$ cat config.mk
export PLATFORM = sky130hd
export DESIGN_NAME = dma_rdy_status
export DESIGN_NICKNAME = d
export VERILOG_FILES = /design/src/rtl/dma_rdy_pkg.sv /design/src/rtl/tx_rdy_gen.sv /design/src/rtl/rx_rdy_gen.sv /design/src/rtl/irq_pend_gen.sv /design/src/rtl/dma_rdy_status.sv
export SDC_FILE = /design/constraint.sdc
export NUM_CORES = 1
export LEC_CHECK = 0
export CAP_MARGIN = 0
export CORE_AREA = 2 2 39 41
export DETAILED_ROUTE_END_ITERATION = 10
export DIE_AREA = 0 0 41 43
export PLACE_DENSITY_LB_ADDON = 0.12
export REMOVE_ABC_BUFFERS = 1
export SLEW_MARGIN = 20
export SYNTH_ARGS = -nofsm -noshare
export SYNTH_HDL_FRONTEND = slang
export SYNTH_SLANG_ARGS = --single-unit
export TNS_END_PERCENT = 10
$ cat constraint.sdc
create_clock -name clk -period 2.5 [get_ports clk]
set_input_delay 0.5 -clock clk [delete_from_list [all_inputs] [get_ports clk]]
set_output_delay 0.5 -clock clk [all_outputs]
set_load 0.03 [all_outputs]
$ cat src/rtl/dma_rdy_pkg.sv
package dma_rdy_pkg;
   // receive trigger level for each select code
   function automatic int unsigned trig_level(input logic [1:0] sel);
      case (sel)
         2'b00:   trig_level = 1;
         2'b01:   trig_level = 4;
         2'b10:   trig_level = 8;
         default: trig_level = 14;
      endcase
   endfunction
endpackage

$ cat src/rtl/tx_rdy_gen.sv
module tx_rdy_gen #(
   parameter int DEPTH = 16,
   parameter int CW    = $clog2(DEPTH+1)
) (
   input  logic          clk,
   input  logic          rst_n,
   input  logic          burst,
   input  logic [CW-1:0] count,
   output logic          rdy
);
   localparam logic [CW-1:0] FULL = CW'(DEPTH);

   logic empty;
   logic full;
   logic rdy_nxt;

   assign empty = (count == '0);
   assign full  = (count == FULL);

   always_comb begin
      if (!burst)     rdy_nxt = !empty;
      else if (empty) rdy_nxt = 1'b0;
      else if (full)  rdy_nxt = 1'b1;
      else            rdy_nxt = rdy;
   end

   always_ff @(posedge clk or negedge rst_n) begin
      if (!rst_n) rdy <= 1'b1;
      else        rdy <= rdy_nxt;
   end
endmodule

$ cat src/rtl/rx_rdy_gen.sv
module rx_rdy_gen #(
   parameter int DEPTH = 16,
   parameter int CW    = $clog2(DEPTH+1)
) (
   input  logic          clk,
   input  logic          rst_n,
   input  logic          burst,
   input  logic [1:0]    trig_sel,
   input  logic          timeout,
   input  logic [CW-1:0] count,
   output logic          rdy
);
   import dma_rdy_pkg::*;

   logic          empty;
   logic          at_trig;
   logic [CW-1:0] level;
   logic          rdy_nxt;

   assign level   = CW'(trig_level(trig_sel));
   assign empty   = (count == '0);
   assign at_trig = (count >= level);

   always_comb begin
      if (!burst)                  rdy_nxt = empty;
      else if (empty)              rdy_nxt = 1'b1;
      else if (timeout || at_trig) rdy_nxt = 1'b0;
      else                         rdy_nxt = rdy;
   end

   always_ff @(posedge clk or negedge rst_n) begin
      if (!rst_n) rdy <= 1'b1;
      else        rdy <= rdy_nxt;
   end
endmodule

$ cat src/rtl/irq_pend_gen.sv
module irq_pend_gen #(
   parameter int NSRC = 4
) (
   input  logic            clk,
   input  logic            rst_n,
   input  logic [NSRC-1:0] src,
   input  logic [NSRC-1:0] en,
   output logic            pend_n
);
   logic [NSRC-1:0] live;

   for (genvar k = 0; k < NSRC; k++) begin : g_mask
      assign live[k] = src[k] & en[k];
   end

   always_ff @(posedge clk or negedge rst_n) begin
      if (!rst_n) pend_n <= 1'b1;
      else        pend_n <= ~|live;
   end
endmodule

$ cat src/rtl/dma_rdy_status.sv
module dma_rdy_status #(
   parameter int DEPTH = 16,
   parameter int NSRC  = 4,
   parameter int CW    = $clog2(DEPTH+1)
) (
   input  logic            clk,
   input  logic            rst_n,
   input  logic            dma_sel,
   input  logic            fifo_en,
   input  logic [1:0]      trig_sel,
   input  logic [CW-1:0]   tx_count,
   input  logic [CW-1:0]   rx_count,
   input  logic            rx_timeout,
   input  logic [NSRC-1:0] irq_src,
   input  logic [NSRC-1:0] irq_en,
   output logic            tx_rdy,
   output logic            rx_rdy,
   output logic            irq_n
);
   if (DEPTH < 14) begin : g_bad_depth
      $error("DEPTH must cover the highest trigger level of 14");
   end
   if (NSRC < 1) begin : g_bad_nsrc
      $error("NSRC must be at least 1");
   end

   logic burst;
   assign burst = dma_sel & fifo_en;

   tx_rdy_gen #(.DEPTH(DEPTH), .CW(CW)) tx_i (
      .clk(clk), .rst_n(rst_n), .burst(burst), .count(tx_count), .rdy(tx_rdy)
   );

   rx_rdy_gen #(.DEPTH(DEPTH), .CW(CW)) rx_i (
      .clk(clk), .rst_n(rst_n), .burst(burst), .trig_sel(trig_sel),
      .timeout(rx_timeout), .count(rx_count), .rdy(rx_rdy)
   );

   irq_pend_gen #(.NSRC(NSRC)) irq_i (
      .clk(clk), .rst_n(rst_n), .src(irq_src), .en(irq_en), .pend_n(irq_n)
   );
endmodule

==> results_dict.tcl <==
set metrics [dict create \
    critPathLaunch "tx_i.rdy$_DFFE_PN1P_" \
    grt_overflow 0 \
    n_antenna_cell 0 \
    cts_max_path_buffers 2 \
    crit_family "buffers and inverters" \
    cp_slowest_cell "clkdlybuf4s50_1" \
    wl_per_cell_um 8.41 \
    drive_above_1_share_pct 11.7 \
    syn_avg_cell_area_um2 9.23 \
    io_pins 28 \
    reg2reg_from "rx_i.rdy$_DFFE_PN1P_" \
    core_area_mm2 0.00138 \
    post_cts_resize_count 0 \
    rsz0062_at_grt "false" \
    synth_area_leader_cell "dfstp_2" \
    place_hpwl_um 604 \
    port_buffers 27 \
    cts_root_buf "clkbuf_4" \
    synth.distinct_cells 18 \
    slowest_delay_ps 660 \
    dr.pass1.iters 2 \
    vias 312 \
    hp-start "tx_i.rdy$_DFFE_PN1P_" \
    drc 0 \
    p_leak_nw 0.241 \
    rows 14 \
    area_growth_pct 118 \
    cp-start-kind "register" \
    clk_latency_ps 230 \
    ys_seq_area_share_pct 29.4 \
    die_area_mm2 0.00176 \
    skew_ps 0 \
    hold_depth 2 \
    cp.depth 1 \
    dp_slack_ps 638 \
    grt_antenna_before_repair 0 \
    numCtsBuffers 3 \
    synth_top_area_share_pct 29.4 \
    path_buf_inv 1 \
    p_per_area_mw_per_mm2 345 \
    setup_tns_ps 0 \
    clk_pin_slew_ps 30 \
    reg2reg_slack_ps 1470 \
    post_cts_buffers 0 \
    grt_pass1_vias 315 \
    maxCapViolCount 0 \
    cts_sinks 3 \
    synth-async-reset-ratio_pct 100 \
    crit_path_max_fanout 2 \
    htree_levels 1 \
    tightestPinTransition_ps 337 \
    place_area_um2 558 \
    cts_hold_buf 0 \
    die_h_um 43 \
    fmax_mhz 523 \
    setup_viol_count_final 0 \
    final_nets 90 \
    setup_slack_ps 590 \
    irDropWorstVdd_mv 0.162 \
    die_w_um 41 \
    grt_use_total_pct 9.66 \
    ys_ff_latch 3 \
    synth_edf_count 0 \
    min_period_ps 1910 \
    place.gp.congestion 0.720 \
    syn_area_um2 268 \
    dp_cells 72 \
    reg2reg_depth 3 \
    final_antenna_net_count 0 \
    stdcell_area_um2 584 \
    drtIter0Drc 2 \
    final_cell_count_no_fill 76 \
    slew_viol_final 0 \
    critPathArrivalTime_ps 1410 \
    crit_chain "clkdlybuf4s50_1" \
    start_util_pct 19.3 \
    num-fill-cells 144 \
    synth-main-ff-cell "dfstp_2" \
    synth.area.top_cells "dfstp_2 29%, ha_1 19%, nor4b_4 8.9%" \
    tritoncts "built" \
    ys_top_cells_by_count "4 x ha_1, 4 x inv_1, 3 x dfstp_2, 3 x nand2_1, 2 x a21oi_1" \
    drt-total-wl_um 639 \
    relSlewSlack_pct 77.3 \
    finalHoldViolCount 0 \
    path_class "reg -> out" \
    required_ps 2000 \
    via_per_inst 4.11 \
    p_total_uw 202 \
    fin_crit_sh_pct 76.4 \
    end_kind "output port" \
    synth_cells 29 \
    hold_class "reg -> reg" \
    grt_pass1_wl_um 1120 \
    grt_max_degree 4 \
    status "completed" \
    yosys_warnings 0 \
]
==> final timing paths <==
path | endpoint
setup / recovery | tx_rdy
hold / removal | tx_i.rdy$_DFFE_PN1P_
setup reg to reg | rx_i.rdy$_DFFE_PN1P_
hold reg to reg | tx_i.rdy$_DFFE_PN1P_
max in group asynchronous | irq_i.pend_n$_DFF_PN1_
min in group asynchronous | tx_i.rdy$_DFFE_PN1P_
==> through the flow <==
step                hold slack (ps)  util [%]
global route                    629      42.2
detailed placement              601      40.3
finish                          597      42.2
global placement                597      40.3
CTS                             606      42.2
floorplan                       352         -
==> report_power, final <==
group	total (mW)	internal, mW	switching (mW)
Clock	0.0817	0.0596	0.0221
Sequential	0.0532	0.0525	0.000719
Combinational	0.0667	0.0454	0.0212
Total	0.202	0.158	0.0440
==> layout by cell type (no fill, tap or decap), types with 2 or more instances in the layout <==
master | Yosys | routed
nand2_1 | 3 | 3
inv_1 | 4 | 4
ha_1 | 4 | 4
dfstp_2 | 3 | 3
a21oi_1 | 2 | 2
clkbuf_4 | 0 | 3
clkdlybuf4s50_1 | 0 | 27
==> routing by layer <==
layer	track usage, %	vias to the layer above	wire length [µm]
li1	-	170	-
met4	8.00	0	0
met3	3.14	0	40
met1	9.71	133	235
met5	0	-	0
met2	15.0	9	363
==> registers in the layout, indices dropped and copies added (netlist names) <==
register and cells:
rx_i.rdy 1, irq_i.pend_n 1, tx_i.rdy 1
==> logic make-up (layout without fill, tap and decap cells) <==
logic type | Yosys count | after routing | synth area share [%]
compound gates | 7 | 7 | 17.3
fa+ha+maj | 4 | 4 | 18.7
buf+inv | 4 | 35 | 5.61
flops | 3 | 3 | 29.4
simple gates | 11 | 11 | 29.0
==> cell type report <==
| type | count | area (µm²) | share of cell area (%) |
|---|---|---|---|
| well taps | 16 | 20.0 | 3.43 |
| flip-flops and latches | 3 | 78.8 | 13.5 |
| multi-input cells | 22 | 174 | 29.8 |
| repair buffers | 27 | 270 | 46.3 |
| clock buffers | 4 | 26.3 | 4.50 |
| inverters | 4 | 15.0 | 2.57 |
(Power assumes the default switching activity.)
